**src/rtl/hiccup_seq.sv**
```systemverilog
module hiccup_seq #(
  parameter int ON_CYCLES   = 250_000,
  parameter int OFF_RATIO   = 40,
  parameter int HOLD_CYCLES = 15_000_000
) (
  input  logic       clk,
  input  logic       rst_n,
  input  logic       supply_ok_a,
  input  logic [1:0] run_a,
  input  logic [1:0] uv_a,
  output logic [1:0] amp_en,
  output logic [1:0] hiccup
);
  localparam int OFF_CYCLES = ON_CYCLES * OFF_RATIO;
  localparam int CW = $clog2(OFF_CYCLES + 1);
  localparam int HW = $clog2(HOLD_CYCLES + 1);

  typedef enum logic [1:0] {S_IDLE, S_RUN, S_ON, S_OFF} ch_state_t;

  logic [4:0] meta1, meta2;
  logic       sup_s, sup_q, kick, holding;
  logic [1:0] run_s, run_q, uv_s;
  logic [HW-1:0] hold_cnt;
  ch_state_t     st  [2];
  logic [CW-1:0] cnt [2];
  logic [1:0]    ok;

  always_ff @(posedge clk or negedge rst_n)
    if (!rst_n) begin
      meta1 <= '0;
      meta2 <= '0;
    end else begin
      meta1 <= {supply_ok_a, run_a, uv_a};
      meta2 <= meta1;
    end

  assign sup_s   = meta2[4];
  assign run_s   = meta2[3:2];
  assign uv_s    = meta2[1:0];
  assign kick    = sup_s & (~sup_q | (|(run_s & ~run_q)));
  assign holding = (hold_cnt != '0) | kick;

  always_ff @(posedge clk or negedge rst_n)
    if (!rst_n) begin
      sup_q    <= 1'b0;
      run_q    <= '0;
      hold_cnt <= '0;
    end else begin
      sup_q <= sup_s;
      run_q <= run_s;
      if (!sup_s)              hold_cnt <= '0;
      else if (kick)           hold_cnt <= HW'(HOLD_CYCLES);
      else if (hold_cnt != '0) hold_cnt <= hold_cnt - 1'b1;
    end

  always_ff @(posedge clk or negedge rst_n)
    if (!rst_n) begin
      for (int i = 0; i < 2; i++) begin
        st[i]  <= S_IDLE;
        cnt[i] <= '0;
        ok[i]  <= 1'b0;
      end
    end else begin
      for (int i = 0; i < 2; i++) begin
        if (!sup_s || !run_s[i]) begin
          st[i]  <= S_IDLE;
          cnt[i] <= '0;
          ok[i]  <= 1'b0;
        end else begin
          case (st[i])
            S_IDLE: st[i] <= S_RUN;
            S_RUN:
              if (!holding && uv_s[i]) begin
                st[i]  <= S_OFF;
                cnt[i] <= CW'(OFF_CYCLES - 1);
                ok[i]  <= 1'b0;
              end
            S_ON:
              if (cnt[i] == '0) begin
                ok[i]  <= ~uv_s[i];
                st[i]  <= S_OFF;
                cnt[i] <= CW'(OFF_CYCLES - 1);
              end else cnt[i] <= cnt[i] - 1'b1;
            default:
              if (cnt[i] == '0) begin
                if (ok[i]) st[i] <= S_RUN;
                else begin
                  st[i]  <= S_ON;
                  cnt[i] <= CW'(ON_CYCLES - 1);
                end
              end else cnt[i] <= cnt[i] - 1'b1;
          endcase
        end
      end
    end

  for (genvar g = 0; g < 2; g++) begin : g_ch
    logic live;
    assign live      = sup_s & run_s[g];
    assign amp_en[g] = live & ((st[g] == S_RUN) | (st[g] == S_ON));
    assign hiccup[g] = live & ((st[g] == S_ON) | (st[g] == S_OFF));

    p_shutdown_forces_low_r2: assert property (@(posedge clk) disable iff (!rst_n)
      !$past(run_a[g], 2) |-> (!amp_en[g] && !hiccup[g]));
    p_hold_blocks_entry_r4: assert property (@(posedge clk) disable iff (!rst_n)
      (holding && !hiccup[g]) |=> !hiccup[g]);
    p_entry_is_off_r5: assert property (@(posedge clk) disable iff (!rst_n)
      $rose(hiccup[g]) |-> !amp_en[g]);
    p_exit_after_off_r6: assert property (@(posedge clk) disable iff (!rst_n)
      ($fell(hiccup[g]) && amp_en[g]) |-> $past(!amp_en[g]));
  end

  p_supply_gates_all_r1: assert property (@(posedge clk) disable iff (!rst_n)
    !$past(supply_ok_a, 2) |-> (amp_en == 2'b00));
endmodule

```
**config.mk**
```make
export PLATFORM = sky130hd
export DESIGN_NAME = hiccup_seq
export DESIGN_NICKNAME = d
export VERILOG_FILES = /design/src/rtl/hiccup_seq.sv
export SDC_FILE = /design/constraint.sdc
export NUM_CORES = 1
export LEC_CHECK = 0
export BUFFER_PORTS_ARGS = -buffer_cell sky130_fd_sc_hd__buf_2
export CAP_MARGIN = 20
export CELL_PAD_IN_SITES_DETAIL_PLACEMENT = 1
export CELL_PAD_IN_SITES_GLOBAL_PLACEMENT = 2
export CORE_AREA = 2 2 142 109
export DETAILED_ROUTE_END_ITERATION = 8
export DIE_AREA = 0 0 144 111
export PLACE_DENSITY_LB_ADDON = 0.1
export SETUP_SLACK_MARGIN = 0.02
export SLEW_MARGIN = 0
export SYNTH_ARGS = -nofsm -noshare
export SYNTH_HDL_FRONTEND = slang
export SYNTH_SLANG_ARGS = --single-unit
```
**constraint.sdc**
```tcl
create_clock -name clk -period 4.05 [get_ports clk]
set_clock_uncertainty 0.2 [all_clocks]
set_input_delay 0.6075 -clock clk [delete_from_list [all_inputs] [get_ports clk]]
set_output_delay 0.6075 -clock clk [all_outputs]
set_load 0.02 [all_outputs]
```
# Yosys cells after proc, flatten, opt, wreduce, memory -nomap -nowiden
# Cells that the tools add are included.
# classes
n_addsub	3
bitwise	18
eq_ne	15
reduce_logical	24
muxes	35
# op_table
operator	n
$mux 24	13
$pmux 24 s3	2
$sub 24x1->24 const B	3
$logic_not 24->1	2
$reduce_bool 24->1	1
$mux 2	10
$reduce_and 3->1	6
$ne 3x3->1 const B	4
$pmux 2 s3	2
$ne 5x3->1 const B	2
$eq 2x2->1 const B	4
$reduce_bool 4->1	2
$and 1x1->1	7
$mux 1	6
$or 1x1->1	6
$reduce_bool 3->1	2
$eq 2x1->1 const B	2
$logic_not 1->1	4
$logic_not 2->1	2
$ne 2x2->1 const B	2
$pmux 1 s2	2
$ne 3x1->1 const B	1
$not 1->1	3
$and 2x2->2	1
other kinds (4)	6
# word_totals
out_inout_bits	4
register_bits	91

# Depth between registers and ports, before layout
# logic_depth
ltp_word	11
depth_mapped	11
ltp_nobuf	8

# Worst setup path after synthesis
# No wires, ideal clock.
# synth_path
kind	reg-to-reg
from	register cnt[19] (netlist bit)
to	register cnt[12] (netlist bit)
n_path_buf	4
slack_ns	1.072
stages_incl_launch_ff	11
setup_time_ns	0.125
arrival_time_ns	2.653
required_time_ns	3.725
period_less_slack_ns	2.978
path_cell_list	dfrtp_1 > or4_1 > buf_2 > or4b_1 > buf_2 > nor4_1 > o21a_1 > buf_4 > or2_1 > buf_6 > mux2_2
# synth_between
elab_chain_len	4
word_cells_on_any_way	7
cone_classes	eq/ne: 1; mux: 4; reduce/logical: 2
# synth_rtl
element	line	text
from (decl)	25	logic [CW-1:0] cnt [2];
from (signal, indexed assignment)	75	cnt[i] <= CW'(OFF_CYCLES - 1);
from (signal, indexed assignment)	82	cnt[i] <= CW'(OFF_CYCLES - 1);
from (signal, indexed assignment)	83	end else cnt[i] <= cnt[i] - 1'b1;
$logic_not 24->1 (*)	79, 85	
$mux 24, on equally long branches	85, 79	
$pmux 24 s3	70	case (st[i])
$mux 24	65	if (!sup_s || !run_s[i]) begin
# Every way passes the cells marked *; elsewhere a longest branch is shown, timed or not.
# A chain may end at the register's enable or synchronous reset.

# Worst setup path in the final report
# layout_path
from	register hold_cnt[16]
to	register cnt[30] (netlist bit)
# layout_between
elab_chain_len	6
# layout_rtl
element	line	text
from (decl)	23	logic [HW-1:0] hold_cnt;
from (signal assigned)	52	else if (kick) hold_cnt <= HW'(HOLD_CYCLES);
from (signal assigned)	53	else if (hold_cnt != '0) hold_cnt <= hold_cnt - 1'b1;
$reduce_bool 24->1	41	assign holding = (hold_cnt != '0) | kick;
$or 1x1->1	41	
$logic_not 1->1	73	if (!holding && uv_s[i]) begin
$logic_and 1x1->1	73	
$ne 3x3->1 (no line)	n/a	
$reduce_and 3->1 (no line)	n/a	
# No other way between the ends.

==> results.env <==
CLKLATENCYLATEPIN_NS=0.35
TIMING.SETUP.CRITICAL_PATH_CLASS='reg -> reg'
PORT-BUFFER-COUNT=10
ANTENNA_LEFT=0
START_UTIL_PCT=37.0
SYNTH_SIMPLE_GATE_AREA_SHARE_PCT=22.7
GRT_START_MAX_NET_PINS=80
POST_SYNTH_MUX_AREA_SHARE_PCT=1.21
SLEW-LIMIT-HEADROOM_PCT=40.4
WORST_REG2REG_PATH_ENDPOINT='cnt[30]'
STATUS='finished, final reports clean'
DRIVE_GT1_SHARE_PCT=9.64
CRIT_PATH_MAX_INCR_DELAY_NS=0.60
SYNTH_COMPOUND_AREA_SHARE_PCT=21.3
AVGVIACOUNTPERCELL=5.78
SYNTH.CELLS.MOST_FREQUENT='sky130_fd_sc_hd__dfrtp_1, sky130_fd_sc_hd__nor2_1, sky130_fd_sc_hd__a21oi_1'
TRITONCTS_NUM_SINKS=91
SYNTH_CELLS=605
SYNTH-XOR-AREA-SHARE_PCT=5.44
MAX_FREQ_MHz=283
SYNTH_TOP_FAMILY_BY_AREA='simple AND/OR/NAND/NOR gates'
ADDER_CELL_SHARE_OF_THE_SYNTHESIZED_AREA_PCT=3.66
CTS-ROOT-BUF='sky130_fd_sc_hd__clkbuf_16'
SYNTH_TOP_CELL_BY_AREA='sky130_fd_sc_hd__dfrtp_1'
ANTENNA-DIODE-COUNT=0
GRT-OVFL-TOTAL=0
H-TREE-DEPTH=3
FIRST_PASS_ITERATION_COUNT_OF_THE_DETAILED_ROUTER=4
DP.FINAL_HPWL_UM=11200
WORSTSETUPENDPOINT='cnt[30]'
TRITONCTS='done'
FP.DIEAREA_SQ_UM=16000
WL_UM=15900
SYNTH-SEQ-AREA-SHARE_PCT=41.6
CHIPWIDTH_UM=144
CTS.HOLD.BUFFERS_ADDED=0
FINAL_HOLD_VIOL_COUNT=0
FINAL_MIN_PERIOD_OVER_CLOCK_PERIOD_PCT=87.3
LEAKAGE_nW=2.68
YOSYS-TOP-CELLS-AREA='sky130_fd_sc_hd__dfrtp_1, sky130_fd_sc_hd__xor2_1, sky130_fd_sc_hd__a21oi_1'
R2R_CELLS=7
START_KIND='register'
WORST_SETUP_HOLD_PATH_CLK_SLEW_NS=0.07
YOSYSWARNINGCOUNT=0
SYNTHMOSTINSTANTIATEDCELL='sky130_fd_sc_hd__dfrtp_1'
TIMING.CRITICAL_PATH.REQUIRED_NS=4.14
SEQ_CELLS_POST_SYNTH=91
CTS_MAX_PATH_BUFFERS=2
ALL_LAYER_GLOBAL_ROUTING_USAGE_PCT=21.2
SYNTHESIS.AREA_SQ_UM=5480
NUM_ROWS=39
CP_CELL_SEQUENCE='or4_1 -> nor3b_2 -> a41oi_1 -> o31a_1 -> buf_4 -> a2111oi_0 -> a21o_1'
MAX_CAP_VIOL_COUNT=0
YS_TYPES=70
FINALSETUPTNS_NS=0
SETUP_REPAIR_AFTER_GLOBAL_ROUTING_MISSED_ITS_MARGIN='no'
VIA_COUNT_OF_THE_FIRST_GLOBAL_ROUTING_PASS=4888
POST_DRT_WL_PER_CELL_UM=19.4
FF2FF_SETUP_SLACK_NS=0.51
CTS_BUFFERS=9
ASYNCSETRESETFLOPFRACSYNTH_PCT=100
TIMING.CRITICAL_PATH.FANOUT_MAX=22
FIN_CRIT_NS=3.54
DESIGN.CORE.AREA_SQ_UM=14800
POSTSYNTH.TOPFLOPCELL='sky130_fd_sc_hd__dfrtp_1'
TOP_LEVEL_PORTS=11
DRT_ITER0_DRC=195
GRT_FIRST_PASS_WIRELENGTH_UM=26600
WORST_SETUP_PATH_STARTPOINT='hold_cnt[16]'
POWER_PER_CELL_AREA_nW_PER_UM2=745
ANTENNA_VIOLATIONS_BEFORE_REPAIR=0
NETLIST.AREA_LEADER.SHARE_PCT=41.6
AREA_GROWTH_SYN_TO_LAYOUT_PCT=10.7
WORST_IR_DROP_VDD_uV=280
CPMAXSTAGEDELAYCELL='sky130_fd_sc_hd__or4_1'
ROUTE.DETAILED.DRC=0
TIMING.RR.START='hold_cnt[16]'
DIE_H_UM=111
TIMING.FINAL.SETUP_VIOLATIONS=0
TIMING.CRITICAL_PATH.ARRIVAL_NS=3.63
FINAL.FILL_COUNT=1720
TIMING_MAX_TRANSITION_VIOLATIONS_FINAL=0
WORST_SETUP_PATH_END_KIND='register'
WORST_HOLD_SLACK_NS=0.0145
SYNTH-EDFF-COUNT=0
SYNTHESIS.AREA_PER_INSTANCE_SQ_UM=9.05
TIMING.HOLD.WORST.CLASS='in -> async'
SYNTHESIZED_NETS=628
FINAL_WEIGHTED_CONGESTION_OF_ROUTABILITY_DRIVEN_GLOBAL_PLACEMENT=0.817
POST_CTS.RESIZED_INSTANCES=0
CTS_POST_SETUP_BUFFERS_INSERTED=0
FINALNETCOUNT=631
TIGHTEST_SLEW_NS=0.885
VIA_COUNT=4722
cell families (layout without fill, tap and decap cells):
logic type,count (synthesis),in the layout
XOR/XNOR,34,34
adder cells (fa/ha/maj),16,16
AND/OR/NAND/NOR,232,232
multiplexers,6,6
flip-flops,91,91
buffers and inverters,50,57
AO/OA/AOI/OAI,176,176
cell type report:
type / instances / area, sq um / area share, %
Multi-Input combinational cell: 464 / 2980 / 49.2
Sequential cell: 91 / 2280 / 37.6
Clock buffer: 12 / 256 / 4.23
Tap cell: 205 / 256 / 4.23
Timing Repair Buffer: 24 / 178 / 2.93
Inverter: 18 / 67.6 / 1.11
Clock inverter: 3 / 46.3 / 0.764
stage by stage:
stage	utilization [%]	total power, mW	instance area (sq um)	std cells	setup WS, ns
floorplan	-	2.99	5480	605	1.07
global placement	38.8	3.56	5730	801	0.649
detailed placement	38.8	3.61	5730	801	0.566
CTS	40.8	4.52	6040	816	0.533
global route	41.0	4.88	6060	817	0.244
finish	41.0	4.52	6060	817	0.513
critical path: cells and delay by family, from the launching register on:
family	cells	cell delay (ns)
buffers and inverters	1	0.28
AOI/OAI and AO/OA	4	1.52
and+or+nand+nor	2	1.07
DFF	1	0.40
placed cells by master (no fill, tap or decap), drive strengths merged, types with 3 or more instances in the layout:
cell / count
clkbuf: 12
xor2: 25
nand2: 38
o311ai: 3
a22o: 7
nand4b: 4
buf: 24
o21ai: 43
nand2b: 6
a21o: 6
or2: 6
nor2b: 8
dfrtp: 91
o31ai: 25
o22ai: 3
nor3b: 6
nor4: 16
nand3: 22
o221ai: 3
or4: 10
o41ai: 10
nor3: 21
mux2: 5
xnor2: 9
o22a: 4
nor2: 57
nand4: 7
ha: 16
o21bai: 3
a21oi: 43
inv: 19
a2111oi: 3
a31o: 3
and3: 4
and2: 7
nand3b: 6
or3: 9
worst min-delay path by stage:
stage                      startpoint       end  slack (ns)
after floorplan                 rst_n    cnt[0]        0.11
after global placement       meta1[4]  meta2[4]        0.14
after detailed placement     meta1[1]  meta2[1]        0.14
after CTS                 supply_ok_a  meta1[4]        0.15
after global routing            rst_n   cnt[35]        0.04
final                           rst_n   cnt[35]        0.01
metal layers:
layer,GRT usage (%),wire [um],up-vias
met5,0,0,-
met4,4.71,155,0
li1,-,-,2239
met2,31.7,6990,58
met1,31.8,8110,2411
met3,3.93,612,14
state kept, by name, summed over array words and instances, names as in the netlist:
register / cells
cnt: 48
hold_cnt: 24
meta1: 5
meta2: 5
ok: 2
run_q: 2
st: 4
sup_q: 1
power breakdown:
part | internal [mW] | switching [mW] | total [mW] | leakage (nW)
Combinational | 0.882 | 1.53 | 2.41 | 1.33
Clock | 0.512 | 0.374 | 0.886 | 0.145
Sequential | 1.05 | 0.175 | 1.22 | 1.20
Total | 2.44 | 2.07 | 4.52 | 2.68
(Power assumes the default switching activity.)
